File: src/rtl/tcam_cube_pkg.sv
package tcam_cube_pkg;

    typedef enum logic [1:0] {
        LK_MATCH   = 2'b00,
        LK_COVER   = 2'b01,
        LK_CONTAIN = 2'b10,
        LK_EXACT   = 2'b11
    } lk_mode_e;

endpackage

File: src/rtl/tcam_sl_drive.sv
module tcam_sl_drive
    import tcam_cube_pkg::*;
#(
    parameter int WIDTH = 11
) (
    input  logic [WIDTH-1:0] q_d0,
    input  logic [WIDTH-1:0] q_d1,
    input  lk_mode_e         mode,
    output logic [WIDTH-1:0] sl0,
    output logic [WIDTH-1:0] sl1
);

    // Cover-type searches turn a query don't-care into a double-driven
    // line pair, so any specified stored bit breaks the match there.
    logic dc_fill;
    assign dc_fill = (mode == LK_COVER) || (mode == LK_EXACT);

    for (genvar b = 0; b < WIDTH; b++) begin : g_line
        logic is_dc;
        assign is_dc  = ~q_d0[b] & ~q_d1[b];
        assign sl1[b] = q_d0[b] | (is_dc & dc_fill);
        assign sl0[b] = q_d1[b] | (is_dc & dc_fill);
    end

endmodule

File: src/rtl/tcam_row.sv
module tcam_row
    import tcam_cube_pkg::*;
#(
    parameter int WIDTH = 11
) (
    input  logic [WIDTH-1:0] ent_d0,
    input  logic [WIDTH-1:0] ent_d1,
    input  logic             ent_vld,
    input  logic [WIDTH-1:0] sl0,
    input  logic [WIDTH-1:0] sl1,
    input  logic [WIDTH-1:0] q_d0,
    input  logic [WIDTH-1:0] q_d1,
    input  lk_mode_e         mode,
    output logic             hit
);

    logic [WIDTH-1:0] cell_miss;
    logic [WIDTH-1:0] cont_miss;

    for (genvar b = 0; b < WIDTH; b++) begin : g_cell
        logic q_spec;
        logic same;
        // Match line is pulled low when a driven line meets its active stored line.
        assign cell_miss[b] = (sl0[b] & ent_d0[b]) | (sl1[b] & ent_d1[b]);
        // Containment compare: a specified query bit needs an identical stored bit.
        assign q_spec       = q_d0[b] | q_d1[b];
        assign same         = (q_d0[b] == ent_d0[b]) && (q_d1[b] == ent_d1[b]);
        assign cont_miss[b] = q_spec & ~same;
    end

    logic line_ok;
    logic cont_ok;
    logic rel_ok;

    assign line_ok = ~|cell_miss;
    assign cont_ok = ~|cont_miss;

    always_comb begin
        unique case (mode)
            LK_MATCH:   rel_ok = line_ok;
            LK_COVER:   rel_ok = line_ok;
            LK_CONTAIN: rel_ok = cont_ok;
            LK_EXACT:   rel_ok = line_ok & cont_ok;
            default:    rel_ok = 1'b0;
        endcase
    end

    assign hit = ent_vld & rel_ok;

endmodule

File: src/rtl/tcam_lowest.sv
module tcam_lowest #(
    parameter int N    = 8,
    parameter int IDXW = 3
) (
    input  logic [N-1:0]    vec,
    output logic            any,
    output logic [IDXW-1:0] idx
);

    always_comb begin
        any = 1'b0;
        idx = '0;
        for (int i = N - 1; i >= 0; i--) begin
            if (vec[i]) begin
                any = 1'b1;
                idx = IDXW'(i);
            end
        end
    end

endmodule

File: src/rtl/tcam_cube_lookup.sv
module tcam_cube_lookup
    import tcam_cube_pkg::*;
#(
    parameter int WIDTH = 11,
    parameter int DEPTH = 8,
    localparam int IDX_W = (DEPTH > 1) ? $clog2(DEPTH) : 1
) (
    input  logic             clk,
    input  logic             rst_n,
    input  logic             wr_en,
    input  logic [IDX_W-1:0] wr_addr,
    input  logic [WIDTH-1:0] wr_d0,
    input  logic [WIDTH-1:0] wr_d1,
    input  logic             inv_en,
    input  logic [IDX_W-1:0] inv_addr,
    input  logic             lk_en,
    input  logic [1:0]       lk_mode,
    input  logic [WIDTH-1:0] q_d0,
    input  logic [WIDTH-1:0] q_d1,
    output logic [DEPTH-1:0] hit_vec,
    output logic             hit_any,
    output logic [IDX_W-1:0] hit_idx,
    output logic             res_vld
);

    typedef struct packed {
        logic [DEPTH-1:0][WIDTH-1:0] d0;
        logic [DEPTH-1:0][WIDTH-1:0] d1;
        logic [DEPTH-1:0]            valid;
        logic [DEPTH-1:0]            hits;
        logic                        any;
        logic [IDX_W-1:0]            idx;
        logic                        rvld;
    } state_t;

    state_t st_d, st_q;

    lk_mode_e         mode;
    logic [WIDTH-1:0] sl0, sl1;
    logic [DEPTH-1:0] row_hit;
    logic             enc_any;
    logic [IDX_W-1:0] enc_idx;

    assign mode = lk_mode_e'(lk_mode);

    tcam_sl_drive #(.WIDTH(WIDTH)) u_sl (
        .q_d0 (q_d0),
        .q_d1 (q_d1),
        .mode (mode),
        .sl0  (sl0),
        .sl1  (sl1)
    );

    for (genvar e = 0; e < DEPTH; e++) begin : g_row
        tcam_row #(.WIDTH(WIDTH)) u_row (
            .ent_d0  (st_q.d0[e]),
            .ent_d1  (st_q.d1[e]),
            .ent_vld (st_q.valid[e]),
            .sl0     (sl0),
            .sl1     (sl1),
            .q_d0    (q_d0),
            .q_d1    (q_d1),
            .mode    (mode),
            .hit     (row_hit[e])
        );
    end

    tcam_lowest #(.N(DEPTH), .IDXW(IDX_W)) u_enc (
        .vec (row_hit),
        .any (enc_any),
        .idx (enc_idx)
    );

    always_comb begin
        st_d      = st_q;
        st_d.rvld = lk_en;
        if (wr_en && (int'(wr_addr) < DEPTH)) begin
            st_d.d0[wr_addr]    = wr_d0;
            st_d.d1[wr_addr]    = wr_d1;
            st_d.valid[wr_addr] = 1'b1;
        end
        if (inv_en && (int'(inv_addr) < DEPTH)) begin
            st_d.valid[inv_addr] = 1'b0;
        end
        if (lk_en) begin
            st_d.hits = row_hit;
            st_d.any  = enc_any;
            st_d.idx  = enc_idx;
        end
    end

    always_ff @(posedge clk) begin
        if (!rst_n) begin
            st_q <= '0;
        end else begin
            st_q <= st_d;
        end
    end

    assign hit_vec = st_q.hits;
    assign hit_any = st_q.any;
    assign hit_idx = st_q.idx;
    assign res_vld = st_q.rvld;

    logic [DEPTH-1:0] below_idx;
    assign below_idx = (DEPTH'(1) << hit_idx) - DEPTH'(1);

    AST_WR_LEGAL: assert property (@(posedge clk) disable iff (!rst_n)
        wr_en |-> ((wr_d0 & wr_d1) == '0));
    AST_LK_LATENCY: assert property (@(posedge clk) disable iff (!rst_n)
        lk_en |=> res_vld);
    AST_IDLE_HOLD: assert property (@(posedge clk) disable iff (!rst_n)
        !res_vld |-> $stable(hit_vec));
    AST_HIT_VALID_ONLY: assert property (@(posedge clk) disable iff (!rst_n)
        res_vld |-> ((hit_vec & ~$past(st_q.valid)) == '0));
    AST_IDX_IS_HIT: assert property (@(posedge clk) disable iff (!rst_n)
        hit_any |-> hit_vec[hit_idx]);
    AST_IDX_LOWEST: assert property (@(posedge clk) disable iff (!rst_n)
        hit_any |-> ((hit_vec & below_idx) == '0));

endmodule

File: config.mk
export PLATFORM = sky130hd
export DESIGN_NAME = tcam_cube_lookup
export DESIGN_NICKNAME = d
export VERILOG_FILES = /design/src/rtl/tcam_cube_pkg.sv /design/src/rtl/tcam_sl_drive.sv /design/src/rtl/tcam_row.sv /design/src/rtl/tcam_lowest.sv /design/src/rtl/tcam_cube_lookup.sv
export SDC_FILE = /design/constraint.sdc
export NUM_CORES = 1
export LEC_CHECK = 0
export BUFFER_PORTS_ARGS = -buffer_cell sky130_fd_sc_hd__buf_2
export CORE_UTILIZATION = 54
export DETAILED_ROUTE_END_ITERATION = 6
export PLACE_DENSITY = 0.72
export SLEW_MARGIN = 10
export SYNTH_ARGS = -nofsm -noshare
export SYNTH_HDL_FRONTEND = slang
export SYNTH_HIERARCHICAL = 1
export SYNTH_SLANG_ARGS = --single-unit
File: constraint.sdc
create_clock -name clk -period 2.3 [get_ports clk]
set_input_delay 0.115 -clock clk [delete_from_list [all_inputs] [get_ports clk]]
set_output_delay 0.115 -clock clk [all_outputs]
set_load 0.1 [all_outputs]
==> metrics.yaml, run 1 <==
status: "complete, but fails checks"
violations: "negative setup slack"
core_area_um2: 20230
r2r_end: "hit_idx[2]"
place_hpwl_mm: 35.92
p_total_mw: 7.940
overflow: 0
detail-route-antenna-nets: 0
regToRegSetupSlack_ps: -90
fmax_mhz: 417.9
postCtsHoldBufs: 0
worst_pin_slew_ps: 591.8
crit_path_start: "st_q[193]"
slew_viol_final: 0
critPathLaunchType: "register"
path_cells: "inv_1, o21ai_2, a22oi_1, nand4_1, o31ai_2, and3_4, buf_4, buf_4, nor4_4, nor2b_1, mux2i_1, nor2b_1"
cts_tree: "built"
numClockSinks: 197
grt.total_usage: 0.4478
fin_ws_ps: -93.16
slew_headroom: 0.6054
skew_ps: 9.960
start_util: 0.5518
drt_pass1_iterations: 6
met1_usage: 0.5907
routabilityCongestion: 1.160
routed_wirelength_mm: 48.49
synth-seq-area-share: 0.3532
worstPathBufferInverterCount: 3
crit_required_ps: 2640
drc: 0
syn_area_um2: 11170
worstPathMaxFanout: 3
leakagePower_nw: 6.007
met2_usage: 0.6579
setup_viol: 4
crit-reg2reg-launch: "st_q[193]"
syn_inst: 1326
synth.distinct_cells: 43
grt_setup_unrepaired: "yes"
cp_slowest_cell: "dfxtp_1"
synth-seq-cells: 197
die_x_um: 145.8
yosysWarnings: 6
clk_latency_ps: 450
path_clk_slew_ps: 80
grt_pass1_vias: 10795
end_kind: "register"
ff2ff_path_depth: 12
routedWlPerCell_um: 26.79
drt-initial-drc-count: 2181
pwr_density_cell_nw_per_um2: 579.6
pin_count: 70
die_area_um2: 21260
route.vias.total: 11914
syn-num-nets: 1383
grt_pass1_wl_mm: 69.66
top_usage_layer: "met2"
drv_cap: 0
crit_path_end: "hit_idx[2]"
row_count: 52
fin_tns_setup_ps: -263.3
ir_drop_mv: 0.5567
grt_start_max_net_pins: 46
slowest_delay_ps: 340
use_met3: 0.1132
design_area_um2: 13700
cts_root_buffer: "clkbuf_16"
drive_above_1_share: 0.2570
hold_class: "input port to register"
cts_buffers: 17
syn_avg_cell_area_um2: 8.421
crit_arrival_ps: 2730
nets: 1581
htree_levels: 4
syn2layout_area_growth_pct: 22.69
io_buffers: 69
fillers: 1725
fin_crit_sh: 1.041
vias_per_cell: 6.582
place_area_um2: 12770
clockBufferDepth: 2
fp.dieH_um: 145.8
finalCriticalPeriod_ps: 2393
min_from: "inv_addr[2]"
hold_viol: 0
antenna_found_initial: 3
worst-setup-path-type: "register to register"
crit_family: "simple AND/OR/NAND/NOR gates"
cp.depth: 12
## how the worst min path moves through the flow
stage / endpoint / slack, ps / cells past startpoint
after floorplan: st_q[31] / 320 / 2
after global placement: st_q[185] / 460 / 2
after detailed placement: st_q[185] / 470 / 2
after CTS: st_q[20] / 50 / 3
after global routing: st_q[20] / 70 / 3
final: st_q[20] / 50 / 3
## flip-flops by register name (all words and copies together), names as in the netlist
name / count
hit_any: 1
hit_vec: 8
st_q: 184
hit_idx: 3
res_vld: 1
## cells in the final DEF (no fill, tap or decap), types with 10 or more instances in the layout
master and instances:
nand4_1 32, a22oi_2 10, inv_1 177, o21ai_1 71
nand2_1 201, dfxtp_2 41, mux2i_1 188, o21ai_2 14
clkbuf_16 17, a22o_1 32, dfxtp_1 149, a221oi_2 19
nor2b_1 29, a221oi_1 13, buf_4 165, a21o_1 11
buf_2 68, o21ai_0 103, a22oi_1 94
## timing repair
action                     4_1_cts  5_1_grt
pin swaps                        2       39
setup endpoints to repair        4        5
hold endpoints to repair         0        0
resized for setup               13      107
buffers inserted                 0        8
## per-stage QoR
stage               worst slack (ps)  cells  hold WS, ps    util
finish                        -93.16   1810        54.80  0.6770
global route                  -119.2   1809        65.94  0.6769
CTS                            2.027   1801        51.75  0.6632
detailed placement            -184.2   1769        473.8  0.6312
global placement              -148.0   1769        462.1  0.6312
floorplan                      436.3   1326        315.5       -
## metal layers
| layer | routed length [µm] | vias up | share of wire |
|---|---|---|---|
| met5 | 0 | - | 0 |
| met2 | 20150 | 1025 | 0.42 |
| met3 | 6692 | 220 | 0.14 |
| li1 | - | 5124 | - |
| met1 | 18270 | 5545 | 0.38 |
| met4 | 3377 | 0 | 0.070 |
## power breakdown
group / switching [mW] / internal [mW]
Clock: 1.54 / 1.59
Combinational: 0.776 / 0.447
Sequential: 0.107 / 3.48
Total: 2.42 / 5.52
## worst min-delay path: stages
cell	delay, ps
buf_2	130
nand2_1	80
o211a_1	150
## Yosys cell counts (all sizes together)
| master | n | area (µm²) |
|---|---|---|
| o221a | 7 | 78.83 |
| nand4b | 3 | 71.32 |
| nor4 | 2 | 18.77 |
| and3 | 8 | 50.05 |
| buf | 43 | 349.1 |
| nand2b | 3 | 18.77 |
| o22ai | 8 | 50.05 |
| nand4bb | 3 | 33.78 |
| clkbuf | 19 | 71.32 |
| and2 | 1 | 6.260 |
| nor4bb | 3 | 30.03 |
| nand4 | 33 | 221.5 |
| a41o | 1 | 10.01 |
| a22oi | 104 | 780.8 |
| nor4b | 1 | 23.77 |
| nor2b | 30 | 187.7 |
| dfxtp | 197 | 3944 |
| a21o | 11 | 82.58 |
| nand2 | 201 | 754.5 |
| a22o | 32 | 280.3 |
| mux2i | 188 | 1882 |
| or2 | 1 | 6.260 |
| a21oi | 1 | 5.000 |
| o21ai | 188 | 978.4 |
| nor2 | 2 | 7.510 |
| inv | 181 | 679.4 |
| a211oi | 1 | 7.510 |
| o21bai | 1 | 7.510 |
| a221oi | 32 | 380.4 |
| o211a | 1 | 10.01 |
| and4b | 3 | 30.03 |
| o41ai | 1 | 8.760 |
| o31ai | 8 | 60.06 |
| nand3 | 8 | 40.04 |
## cell type report
class	instances	area, µm²	area share
Antenna cell	3	7.507	0.0005480
Clock buffer	18	439.2	0.03206
Clock inverter	14	160.2	0.01169
Inverter	181	679.4	0.04959
Multi-Input combinational cell	886	6332	0.4622
Sequential cell	197	4021	0.2935
Tap cell	270	337.8	0.02466
Timing Repair Buffer	241	1722	0.1257
## logic make-up (layout without fill, tap and decap cells)
logic type             Yosys count  count (layout)  share of synthesized area
AO/OA/AOI/OAI                  396             396                     0.2454
buffers and inverters          243             454                    0.09850
flip-flops                     197             197                     0.3532
multiplexers                   188             188                     0.1685
other                            0               3                          0
AND/OR/NAND/NOR                302             302                     0.1344
No activity file was read; power rests on OpenSTA's default activity.
==> inputs of run 2 (changes only) <==
--- a/config.mk
+++ b/config.mk
@@ -6,9 +6,11 @@
 export NUM_CORES = 1
 export LEC_CHECK = 0
 export BUFFER_PORTS_ARGS = -buffer_cell sky130_fd_sc_hd__buf_2
+export CORE_MARGIN = 2
 export CORE_UTILIZATION = 54
 export DETAILED_ROUTE_END_ITERATION = 6
 export PLACE_DENSITY = 0.72
+export SKIP_CTS_REPAIR_TIMING = 1
 export SLEW_MARGIN = 10
 export SYNTH_ARGS = -nofsm -noshare
 export SYNTH_HDL_FRONTEND = slang
==> constraint.sdc (replaced) <==
create_clock -name clk -period 2.6 [get_ports clk]
set_input_delay 0.13 -clock clk [delete_from_list [all_inputs] [get_ports clk]]
set_output_delay 0.13 -clock clk [all_outputs]
set_load 0.1 [all_outputs]
==> metrics.yaml, run 2 (synthesized netlist as in run 1, its figures left out) <==
status: "finished, final reports clean"
clk_latency_ps: 450  # about the same
drv_cap: 0  # unchanged
skew_ps: 22.85  # +12.89 ps
crit_arrival_ps: 2890  # +160 ps
hold_viol: 0  # unchanged
row_count: 52  # unchanged
die_x_um: 147.8  # +1.4%
grt.total_usage: 0.4433  # -0.004494
critPathLaunchType: "register"
fp.dieH_um: 147.8  # +1.4%
clockBufferDepth: 2  # unchanged
setup_viol: 0  # -4
drt-initial-drc-count: 1605  # -26%
crit_required_ps: 2960  # +320 ps
nets: 1460  # -7.7%
fin_crit_sh: 0.9730  # -0.06748
met2_usage: 0.6760  # +0.01815
io_buffers: 69  # unchanged
met1_usage: 0.6005  # +0.009853
routedWlPerCell_um: 28.92  # +8.0%
detail-route-antenna-nets: 0  # unchanged
antenna_cells: 0  # -3
drt_pass1_iterations: 6  # unchanged
top_usage_layer: "met2"
worst-setup-path-type: "register to register"
overflow: 0  # unchanged
combinationalPowerShare: 0.135  # -0.019
htree_levels: 4  # unchanged
cts_buffers: 17  # unchanged
p_int_mw: 4.715  # -15%
routed_wirelength_mm: 48.77  # +0.57%
core_area_um2: 20230  # unchanged
largest_reg_flops: 184  # unchanged
p_sw_mw: 2.180  # -10%
finalCriticalPeriod_ps: 2530  # +136.7 ps
hold_class: "input port to register"
routabilityCongestion: 1.083  # -6.6%
cts_root_buffer: "clkbuf_16"
use_met3: 0.08580  # -0.02736
clock_power_share: 0.401  # +0.007
regMostFlops: "st_q"
worstPathMaxFanout: 4  # +1
fin_tns_setup_ps: 0  # +263.3 ps
p_seq_frac: 0.464  # +0.012
grt_pass1_vias: 10175  # -5.7%
place_hpwl_mm: 37.08  # +3.2%
layout_common_cells: "nand2_1, dfxtp_1, mux2i_1"
drc: 0  # unchanged
leakagePower_nw: 5.330  # -11%
end_kind: "register"
p_total_mw: 6.894  # -13%
vias_per_cell: 6.552  # -0.47%
slew_viol_final: 0  # unchanged
die_area_um2: 21840  # +2.8%
start_util: 0.5518  # unchanged
grt_setup_unrepaired: "no"
fmax_mhz: 395.3  # -5.4%
cts_tree: "built"
pin_count: 70  # unchanged
path_clk_slew_ps: 90  # about the same
ir_drop_mv: 0.3961  # -29%
worst_pin_slew_ps: 810.0  # +218.2 ps
swShare: 0.3162  # +0.01089
antenna_found_initial: 1  # -2
route.vias.total: 11046  # -7.3%
drive_above_1_share: 0.1342  # -0.1228
syn2layout_area_growth_pct: 11.86
grt_start_max_net_pins: 55  # +20%
slew_headroom: 0.4589  # -0.1465
numClockSinks: 197  # unchanged
final_common_cell: "nand2_1"
pwr_density_cell_nw_per_um2: 552.0  # -4.8%
grt_pass1_wl_mm: 69.59  # about the same
-- run 2: changes by cell type in the layout (fill, tap and decap cells not counted), sizes merged --
cell / before / now
clkbuf: 18 / 17
buf: 241 / 120
clkinvlp: 2 / 0
bufinv: 1 / 0
inv: 190 / 186
clkinv: 2 / 10
diode: 3 / 0
-- run 2: final timing paths --
check                                 start          to  slack, ps  cells past startpoint
worst max-delay path              st_q[177]  hit_idx[1]         70                      9
worst max register to register    st_q[177]  hit_idx[1]         70                      9
worst min-delay path            inv_addr[2]    st_q[20]         80                      3
worst min register to register     st_q[27]    st_q[27]        490                      2
-- run 2: power groups by stage --
stage	registers [mW]	logic [mW]	clock network (mW)
3_3_place_gp	3.26	0.895	0
4_1_cts	3.19	0.904	2.76
2_1_floorplan	3.21	0.513	0
5_1_grt	3.20	0.977	2.88
3_5_place_dp	3.26	0.902	0
6_report	3.20	0.932	2.76
-- run 2: area by class of cell --
cell class	instances	area [µm²]
sequential	197	3944
fill	1764	7745
multi-input combinational	886	6142
inverter	181	679.4
clock buffer	17	425.4
tap	270	337.8
timing repair buffer	120	759.5
clock inverter	15	201.4
-- run 2: worst max-delay path, stage by stage (launching register included) --
cell      delay [ps]
dfxtp_1          570
o21ai_1          130
a22oi_1          230
nand4_1          280
o31ai_1          380
and3_1           270
o21ai_0          100
a211oi_1         230
mux2i_1          100
nor2b_1          150
-- run 2: through the flow --
stage               std cells  setup WS (ps)  hold WS (ps)  cell area [µm²]    util
finish                   1686          70.14         83.96            12490  0.6172
global route             1686          9.099         86.16            12490  0.6172
CTS                      1686          186.0         76.39            12480  0.6170
detailed placement       1654          73.74         477.4            11860  0.5860
global placement         1654          97.94         470.9            11860  0.5860
floorplan                1326          721.3         330.5            11170       -
-- run 2: per-layer routing --
layer / part of all wire / routed length (µm)
met2: 0.43 / 21180
met3: 0.11 / 5270
met4: 0.059 / 2877
met1: 0.40 / 19420
met5: 0.00027 / 13
==> inputs of run 3 (changes only) <==
==> constraint.sdc (replaced) <==
create_clock -name clk -period 2.6 [get_ports clk]
set_input_delay 0.52 -clock clk [delete_from_list [all_inputs] [get_ports clk]]
set_output_delay 0.52 -clock clk [all_outputs]
set_load 0.1 [all_outputs]
==> metrics.yaml, run 3 (synthesized netlist as in run 1, its figures left out) <==
status: "complete, but fails checks"
violations: "design-rule violations"
path_cells: "o21ai_0, a22oi_1, nand4_1, o31ai_1, and3_1, a21oi_1, o41ai_1, mux2i_1, nor2b_1"
drv_cap: 0  # unchanged
grt_start_max_net_pins: 47  # -15%
antenna_found_initial: 1  # unchanged
overflow: 0  # unchanged
worstPathMaxFanout: 4  # unchanged
worstPathBufferInverterCount: 0  # unchanged
fin_util: 0.6529  # +0.03568
grt_pass1_wl_mm: 71.70  # +3.0%
worst-setup-path-type: "register to register"
path_clk_slew_ps: 80  # about the same
pwr_density_cell_nw_per_um2: 529.9  # -4.0%
syn2layout_area_growth_pct: 18.32
row_count: 52  # unchanged
slew_viol_final: 0  # unchanged
routedWlPerCell_um: 28.39  # -1.8%
slowest_delay_ps: 470  # -100 ps
nets: 1550  # +6.2%
critPathLaunchType: "register"
largest_reg_flops: 184  # unchanged
fmax_mhz: 391.5  # -0.96%
place_inst: 1744  # +5.4%
routed_wirelength_mm: 50.42  # +3.4%
htree_levels: 4  # unchanged
p_total_mw: 7.001  # +1.5%
cp_slowest_cell: "dfxtp_1"
cts_buffers: 17  # unchanged
design_area_um2: 13210  # +5.8%
drc: 2  # +2
clk_latency_ps: 440  # about the same
grt.total_usage: 0.4564  # +0.01305
route.vias.total: 11618  # +5.2%
core_area_um2: 20230  # unchanged
vias_per_cell: 6.542  # -0.15%
regMostFlops: "st_q"
numClockSinks: 197  # unchanged
grt_pass1_vias: 10686  # +5.0%
end_kind: "register"
finalCriticalPeriod_ps: 2554  # +24.54 ps
ir_drop_mv: 0.3923  # -0.96%
clockBufferDepth: 2  # unchanged
worst_pin_slew_ps: 585.0  # -225.1 ps
crit_required_ps: 2970  # about the same
layout_common_cells: "nand2_1, dfxtp_1, mux2i_1"
fin_cells: 1776  # +5.3%
crit_family: "compound AO/OA/AOI/OAI gates"
start_util: 0.5518  # unchanged
fillers: 1730  # -1.9%
crit_arrival_ps: 2930  # +40 ps
final_common_cell: "nand2_1"
setup_viol: 0  # unchanged
fp.dieH_um: 147.8  # unchanged
place_area_um2: 12580  # +6.1%
die_area_um2: 21840  # unchanged
slew_headroom: 0.6100  # +0.1511
routabilityCongestion: 1.061  # -2.1%
antenna_cells: 0  # unchanged
hold_class: "input port to register"
place_hpwl_mm: 38.69  # +4.4%
hold_viol: 0  # unchanged
drive_above_1_share: 0.1886  # +0.05440
die_x_um: 147.8  # unchanged
leakagePower_nw: 5.787  # +8.6%
cts_root_buffer: "clkbuf_16"
io_buffers: 69  # unchanged
drt_pass1_iterations: 7  # +1
fin_crit_sh: 0.9825  # +0.009440
regToRegSetupSlack_ps: 50  # -20 ps
drt-initial-drc-count: 1666  # +3.8%
detail-route-antenna-nets: 0  # unchanged
grt_setup_unrepaired: "no"
pin_count: 70  # unchanged
skew_ps: 13.46  # -9.388 ps
cts_tree: "built"
finalHoldWorstSlack_ps: 473.9  # +389.9 ps
run 3: cell count changes in the layout (fill, tap and decap cells not counted), sizes merged:
cell	change
buf	+90
clkinv	-4
bufinv	+1
clkbuf	+1
clkinvlp	+1
inv	+1
run 3: worst paths after layout:
check | cells past startpoint | startpoint | end
setup / recovery | 9 | st_q[100] | hit_idx[0]
hold / removal | 3 | inv_addr[2] | st_q[20]
setup reg to reg | 9 | st_q[100] | hit_idx[0]
hold reg to reg | 2 | st_q[85] | st_q[85]
run 3: stage by stage:
stage                     setup TNS [ps]  worst slack [ps]
after floorplan                        0             331.3
after global placement             -1293            -326.5
after detailed placement           -1639            -335.2
after CTS                              0             71.10
after global routing                   0             17.56
final                                  0             45.59
run 3: layout make-up:
type,count,area (µm²),share of cell area
multi-input cells,886,6170,0.4670
flip-flops and latches,197,3944,0.2985
repair buffers,210,1485,0.1124
inverters,181,679.4,0.05143
clock buffers,18,429.2,0.03248
well taps,270,337.8,0.02557
clock inverters,14,166.4,0.01260
run 3: worst min-delay path, stage by stage:
cell,delay [ps]
buf_2,120
nand2_1,90
o211a_1,160
run 3: routing by layer:
layer,vias up,part of all wire,track usage
met3,174,0.11,0.07346
met4,2,0.064,0.2505
met5,-,0.00024,0
li1,5066,-,-
met2,843,0.43,0.7021
met1,5533,0.39,0.6133
run 3: where the power goes:
group	leakage [nW]	internal, mW	total [mW]	switching, mW
Clock	0.288	1.38	2.75	1.37
Sequential	1.59	3.08	3.19	0.109
Combinational	3.90	0.391	1.06	0.668
